$ cat config.mk
export PLATFORM = sky130hd
export DESIGN_NAME = nco_interp_pac
export DESIGN_NICKNAME = d
export VERILOG_FILES = /design/src/rtl/nco_pac_pkg.sv /design/src/rtl/sine_rom.sv /design/src/rtl/interp_lane.sv /design/src/rtl/nco_interp_pac.sv
export SDC_FILE = /design/constraint.sdc
export NUM_CORES = 2
export LEC_CHECK = 0
export BUFFER_PORTS_ARGS = -buffer_cell sky130_fd_sc_hd__buf_2
export CAP_MARGIN = 5
export CORE_MARGIN = 1.5
export CORE_UTILIZATION = 60
export DETAILED_ROUTE_END_ITERATION = 6
export HOLD_SLACK_MARGIN = 0.05
export PLACE_DENSITY = 0.74
export SETUP_SLACK_MARGIN = 0.1
export SLEW_MARGIN = 20
export SYNTH_ARGS = -nofsm -noshare
export SYNTH_HDL_FRONTEND = slang
export SYNTH_HIERARCHICAL = 1
export SYNTH_SLANG_ARGS = --single-unit
$ cat constraint.sdc
create_clock -name clk -period 10.3 [get_ports clk]
set_clock_uncertainty 0.15 [all_clocks]
set_input_delay 2.06 -clock clk [delete_from_list [all_inputs] [get_ports clk]]
set_output_delay 2.06 -clock clk [all_outputs]
set_load 0.05 [all_outputs]
$ cat src/rtl/nco_pac_pkg.sv
package nco_pac_pkg;
    localparam real TWO_PI = 6.283185307179586;

    function automatic int unsigned amp_max(input int unsigned amp_w);
        return (1 << (amp_w - 1)) - 1;
    endfunction
endpackage

$ cat src/rtl/sine_rom.sv
module sine_rom #(
    parameter int ADDR_W = 8,
    parameter int AMP_W  = 16
) (
    input  logic [ADDR_W-1:0]       addr,
    output logic signed [AMP_W-1:0] data
);
    import nco_pac_pkg::*;

    localparam int  DEPTH = 1 << ADDR_W;
    localparam real AMPR  = real'(amp_max(AMP_W));

    logic signed [AMP_W-1:0] tbl [DEPTH];

    for (genvar i = 0; i < DEPTH; i++) begin : g_entry
        localparam int VAL = $rtoi($floor(AMPR * $sin(TWO_PI * real'(i) / real'(DEPTH)) + 0.5));
        assign tbl[i] = AMP_W'(VAL);
    end

    assign data = tbl[addr];
endmodule

$ cat src/rtl/interp_lane.sv
module interp_lane #(
    parameter int ADDR_W = 8,
    parameter int FRAC_W = 8,
    parameter int AMP_W  = 16
) (
    input  logic                       clk,
    input  logic                       rst,
    input  logic                       in_valid,
    input  logic [ADDR_W+FRAC_W-1:0]   phase,
    output logic                       out_valid,
    output logic signed [AMP_W-1:0]    sample
);
    localparam int PHASE_W = ADDR_W + FRAC_W;
    localparam int DIFF_W  = AMP_W + 1;
    localparam int PROD_W  = AMP_W + FRAC_W + 2;
    localparam logic signed [PROD_W-1:0] HALF = PROD_W'(1) <<< (FRAC_W - 1);

    typedef struct packed {
        logic                       v1;
        logic signed [AMP_W-1:0]    lo1;
        logic signed [AMP_W-1:0]    hi1;
        logic [FRAC_W-1:0]          wt1;
        logic                       v2;
        logic signed [AMP_W-1:0]    lo2;
        logic signed [PROD_W-1:0]   prod2;
        logic                       v3;
        logic signed [AMP_W-1:0]    y3;
    } lane_st_t;

    lane_st_t st_d, st_q;

    logic [ADDR_W-1:0]       adr_lo, adr_hi;
    logic signed [AMP_W-1:0] rd_lo, rd_hi;
    logic signed [DIFF_W-1:0] diff;
    logic signed [FRAC_W:0]  wt_s;

    assign adr_lo = phase[PHASE_W-1:FRAC_W];
    assign adr_hi = adr_lo + ADDR_W'(1);

    sine_rom #(.ADDR_W(ADDR_W), .AMP_W(AMP_W)) u_rom_lo (.addr(adr_lo), .data(rd_lo));
    sine_rom #(.ADDR_W(ADDR_W), .AMP_W(AMP_W)) u_rom_hi (.addr(adr_hi), .data(rd_hi));

    always_comb begin
        st_d  = st_q;
        diff  = DIFF_W'($signed(st_q.hi1)) - DIFF_W'($signed(st_q.lo1));
        wt_s  = $signed({1'b0, st_q.wt1});

        st_d.v1 = in_valid;
        if (in_valid) begin
            st_d.lo1 = rd_lo;
            st_d.hi1 = rd_hi;
            st_d.wt1 = phase[FRAC_W-1:0];
        end

        st_d.v2 = st_q.v1;
        if (st_q.v1) begin
            st_d.lo2   = st_q.lo1;
            st_d.prod2 = PROD_W'(diff) * PROD_W'(wt_s);
        end

        st_d.v3 = st_q.v2;
        if (st_q.v2) begin
            st_d.y3 = AMP_W'((($signed(st_q.prod2) + HALF) >>> FRAC_W)
                             + PROD_W'($signed(st_q.lo2)));
        end
    end

    always_ff @(posedge clk) begin
        if (rst) begin
            st_q <= '0;
        end else begin
            st_q <= st_d;
        end
    end

    assign out_valid = st_q.v3;
    assign sample    = st_q.y3;
endmodule

$ cat src/rtl/nco_interp_pac.sv
module nco_interp_pac #(
    parameter int ADDR_W   = 8,
    parameter int FRAC_W   = 8,
    parameter int AMP_W    = 16,
    parameter bit WITH_COS = 1'b1
) (
    input  logic                      clk,
    input  logic                      rst,
    input  logic                      in_valid,
    input  logic [ADDR_W+FRAC_W-1:0]  phase_in,
    output logic                      out_valid,
    output logic signed [AMP_W-1:0]   sin_out,
    output logic signed [AMP_W-1:0]   cos_out
);
    localparam int PHASE_W = ADDR_W + FRAC_W;
    localparam logic [PHASE_W-1:0] QUARTER = PHASE_W'(1) << (PHASE_W - 2);

    logic sin_v;

    interp_lane #(.ADDR_W(ADDR_W), .FRAC_W(FRAC_W), .AMP_W(AMP_W)) u_sin (
        .clk(clk), .rst(rst), .in_valid(in_valid), .phase(phase_in),
        .out_valid(sin_v), .sample(sin_out)
    );

    if (WITH_COS) begin : g_cos
        logic                   cos_v;
        logic [PHASE_W-1:0]     cos_phase;
        assign cos_phase = phase_in + QUARTER;

        interp_lane #(.ADDR_W(ADDR_W), .FRAC_W(FRAC_W), .AMP_W(AMP_W)) u_cos (
            .clk(clk), .rst(rst), .in_valid(in_valid), .phase(cos_phase),
            .out_valid(cos_v), .sample(cos_out)
        );
        assign out_valid = sin_v & cos_v;
    end else begin : g_nocos
        assign cos_out   = '0;
        assign out_valid = sin_v;
    end
endmodule

# Word level (Yosys, flattened, before mapping)
# Memory sizes are Yosys's and may differ from the RTL's. A register that Yosys moved wholly into a read port is not among the register bits.
# Cells that the tools add are included.
# totals
reg_bits	131
romBits	16384
inputBits	19
out_inout_bits	33
word_cells	30
n_memories	4
# memory_table
name	depth	width	rd	rd_ports_with_merged_regs	wr	line_no	rtl
(no name shown)	256	16	1	1	0	sine_rom.sv:20	assign data = tbl[addr];
(no name shown)	256	16	1	1	0	sine_rom.sv:20	
(no name shown)	256	16	1	1	0	sine_rom.sv:20	
(no name shown)	256	16	1	1	0	sine_rom.sv:20	
# classes
add_sub_neg	9
n_mul	2
bitwise_logic	4
# ops
op	count
$add 24x9->24 const B	2
$mul 17x9->24	2
$not 8->9	4
$sub 16x16->17	2
$add 16x16->16	2
$add 16x15->16 const B	1
$add 8x1->8 const B	2

# Depth between registers and ports, before layout
# depth
depth_word	3
depth_mapped	28
mapped_depth_nobuf	28

# Modules after synthesis
# The synthesis kept the hierarchy.
# modules_own_cells
module	n_inst	cells_per_inst	area_per_inst_um2	seq_area_each_um2
sine_rom	4	754	4598.2	0.0
interp_lane at g_cos.u_cos	1	1114	9674.3	1841.8
interp_lane at u_sin	1	1078	9522.9	1841.8
nco_interp_pac	1	3	18.8	0.0

# Least setup slack after synthesis
# Ideal clock, no wire load.
# synth_path
path_type	reg-to-reg
from	register, netlist name g_cos.u_cos/st_q[85]
to	register g_cos.u_cos/st_q[40] (netlist bit)
setup_time_ns	0.091
arrival_ns	6.270
required_time_ns	10.059
slack_ns	3.789
stages_incl_launch_ff	29
path_buffers	0
period_less_slack_ns	6.511
cell_sequence	dfxtp_1 -> inv_1 -> ha_1 -> nor2b_1 -> o21ai_0 -> a21boi_0 -> o21ai_0 -> a21oi_1 -> o31ai_2 -> o21ai_1 -> a211oi_2 -> nand2_1 -> fa_1 -> inv_1 -> fa_1 -> fa_1 -> inv_1 -> fa_1 -> inv_1 -> ha_1 -> a21o_1 -> a21o_1 -> a21o_1 -> a21boi_0 -> nand3_1 -> nand2_1 -> o21ai_1 -> o21bai_1 -> a311oi_1
# synth_via
elab_chain_cells	2
# synth_lines
element	line_no	rtl
$sub 16x16->17	interp_lane.sv:45	diff = DIFF_W'($signed(st_q.hi1)) - DIFF_W'($signed(st_q.lo1));
$mul 17x9->24	interp_lane.sv:58	st_d.prod2 = PROD_W'(diff) * PROD_W'(wt_s);
end signal, assigned	interp_lane.sv:72	st_q <= st_d;
end, declared	interp_lane.sv:30	lane_st_t st_d, st_q;
# No other way between the ends.
# A chain may end at the register's enable or synchronous reset.

# Final worst setup path
# layout_path
from	register, netlist name g_cos.u_cos/st_q[85]
to	register g_cos.u_cos/st_q[40] (netlist bit)
# layout_via
elab_chain_cells	2
# layout_lines
element	line_no
$sub 16x16->17	interp_lane.sv:45
$mul 17x9->24	interp_lane.sv:58
# No other way between the ends.

==> metrics <==
chip width 253 um; Clock transition at path regs 0.08 ns; Worst R2R Setup Slack 2.60 ns; Switching Share 53.9%; top cells by area, synth fa_1, dfxtp_1, ha_1, a21oi_1, nand2_1; # rows 91; # clock sinks 184; Synth Instances 5,211; status finished, violations left; Resized Gates After CTS 0; layout cells sized above 1 5.91%; Yosys top cell by area fa_1; Crit path required time 10.52 ns; most frequent cells in the layout nand2_1, nor2_1, a21oi_1; CTS root buf clkbuf_16; CP endpoint kind register; Buf/Inv on CP 4; worst skew pair latency 0.46 ns; CP startpoint kind register; sequential power share 16.3%; syn nets 5,642; Yosys cell types 106; multi-input logic area 30,000 sq um; Static Leakage 15.6 nW; port bufs 51; Finish-stage setup viols 0; Avg Cell Area, Syn 7.22 sq um; Mapped Area 37,600 sq um; failing checks design-rule violations; Hold EP g_cos.u_cos/sample[14]; fmax 0.130 GHz; type of the tightest min-delay check register to register; die span in y 253 um; vias 40,900; final hold slack 0.330 ns; top_reg_cell synth dfxtp_1; max_cap viols 0; pins over their slew limit 0; Reg2Reg Capture Point g_cos.u_cos/st_q[40]; Area Overhead vs Synth -0.0433%; I/O Pins 52; cts bufs inserted 17; clock share of power 11.5%; die area 64,200 sq um; final hold violation count 0; post-synthesis simple-gate area fraction 24.0%; Power Internal 0.00265 W; # hold bufs at CTS 0; adder-cell share of the synthesized area 17.9%; worst-path fanout max 17; Core Area 61,800 sq um; slowest CP cell a211oi_2; Reg area 3680 sq um; Async SR Flop Fraction 0%; largest net degree at the start of global routing 179; Worst Max-Slew Pin Slew 1.13 ns; drt initial violations 7,192; Synth top area share 11.1%; CP top delay family compound AO/OA/AOI/OAI gates; nets 5,309; Setup Buffers After CTS 0; DRT Pass-1 Iters 7; post-route ant nets 0; worst stage delay on the critical path 0.55 ns; critical path class register to register; Synth Area in Compound Gates 29.4%; fill count 5,787; Switch Pwr 0.00311 W; CTS tree done; mux share of post-synthesis cell area 5.09%; VDD IR max 0.179 mV; grt ovf 0; initial antenna violation count 12; register area share after synthesis 9.79%; max_slew headroom 24.3%; Detailed Place HPWL 104,000 um; DR WL/cell 25.5 um; Logic pwr share 72.2%; Final Critical Period 7.70 ns; H-tree depth 4; vias in the first global route 37,400; all-layer global routing usage 44.2%; Hold Crit Start g_cos.u_cos/sample[14]; most common cell after layout, fill and taps aside nand2_1; initial core utilization 60.8%; FF-to-FF path depth 27; unrepaired setup endpoints after global routing no; Hold Path Depth 1; number of synthesized register bits 184; fin crit share 74.7%; YS warnings 6; remaining routing DRC violations 15; XOR/XNOR share of the synthesized area 3.00%; final wirelength 146,000 um; routability cong. 1.08; Vias/cell 7.15; main combinational cell family by area after synthesis compound AO/OA/AOI/OAI gates; Setup TNS 0 ns; Worst EP arrival 7.92 ns; global-route wire length before repair 222,000 um; fin cells 5,730; clock tree buffer depth 2; PD cells 153 nW/um^2; Worst R2R Start g_cos.u_cos/st_q[85]; EDFF count, synth 0; setup ws final 2.60 ns; post-placement cell count 5,696; pre-CTS setup slack 2.58 ns
[how the worst max path moves through the flow]
stage,from,endpoint,cells past startpoint
floorplan,g_cos.u_cos/st_q[85],g_cos.u_cos/st_q[40],28
global placement,g_cos.u_cos/st_q[85],g_cos.u_cos/st_q[40],28
detailed placement,g_cos.u_cos/st_q[85],g_cos.u_cos/st_q[40],27
CTS,g_cos.u_cos/st_q[85],g_cos.u_cos/st_q[40],27
global route,g_cos.u_cos/st_q[85],g_cos.u_cos/st_q[40],27
finish,g_cos.u_cos/st_q[85],g_cos.u_cos/st_q[40],27
[stage by stage]
step,total power [W],instance area (sq um),utilization [%]
after global routing,0.00621,37600,60.8
after detailed placement,0.00497,37000,59.8
after CTS,0.00566,37600,60.8
final,0.00576,37600,60.8
after global placement,0.00492,37000,59.8
after floorplan,0.00395,37600,-
[state kept, by name (all words and copies together), names as in the netlist]
signal,cells
u_sin/sample,16
g_cos.u_cos/out_valid,1
g_cos.u_cos/st_d,2
g_cos.u_cos/st_q,73
u_sin/out_valid,1
u_sin/st_d,2
g_cos.u_cos/sample,16
u_sin/st_q,73
[logic make-up after synthesis]
family	Yosys count
xor gates and xnor gates	129
buffers and inverters	837
DFF	184
muxes	179
adders and majority gates	412
AOI/OAI and AO/OA	1644
and+or+nand+nor	1826
[routing by layer]
| metal | track usage [%] | wire, um | vias to the layer above |
|---|---|---|---|
| met5 | 0.541 | 198 | - |
| met4 | 22.3 | 8550 | 20 |
| met3 | 13.5 | 20700 | 662 |
| met2 | 63.6 | 60200 | 3221 |
| met1 | 59.3 | 56600 | 19100 |
| li1 | - | - | 18000 |
[synth_stat cells, drive strengths merged, types with 80 or more instances]
library cell / instances
a21oi: 390
a31oi: 124
and2: 149
buf: 328
clkbuf: 141
dfxtp: 184
fa: 208
ha: 204
inv: 368
mux2i: 166
nand2: 475
nand2b: 124
nand3: 123
nor2: 482
nor2b: 129
nor3: 130
o211ai: 93
o21ai: 372
o311ai: 80
xnor2: 95
[worst register-to-register path: cells and delay by family (launching register included)]
| kind | cells | cell delay [ns] |
|---|---|---|
| compound gates | 10 | 2.74 |
| fa+ha+maj | 6 | 2.55 |
| simple gates | 7 | 1.52 |
| flops | 1 | 0.41 |
| buf+inv | 4 | 0.21 |
[cell type report]
type | instances | area share (%)
inverters | 368 | 3.67
clock buffers | 18 | 1.17
diodes | 2 | 0.0133
repair buffers | 117 | 2.26
clock inverters | 14 | 0.409
multi-input cells | 4190 | 79.9
well taps | 837 | 2.79
flip-flops and latches | 184 | 9.80
[power groups by stage]
stage	clock [W]	sequential, W	combinational [W]
floorplan	0	0.000882	0.00307
global placement	0	0.000946	0.00397
detailed placement	0	0.000948	0.00403
CTS	0.000667	0.000934	0.00406
global route	0.000700	0.000948	0.00456
finish	0.000660	0.000940	0.00416
Power figures use the tool's default switching activity.
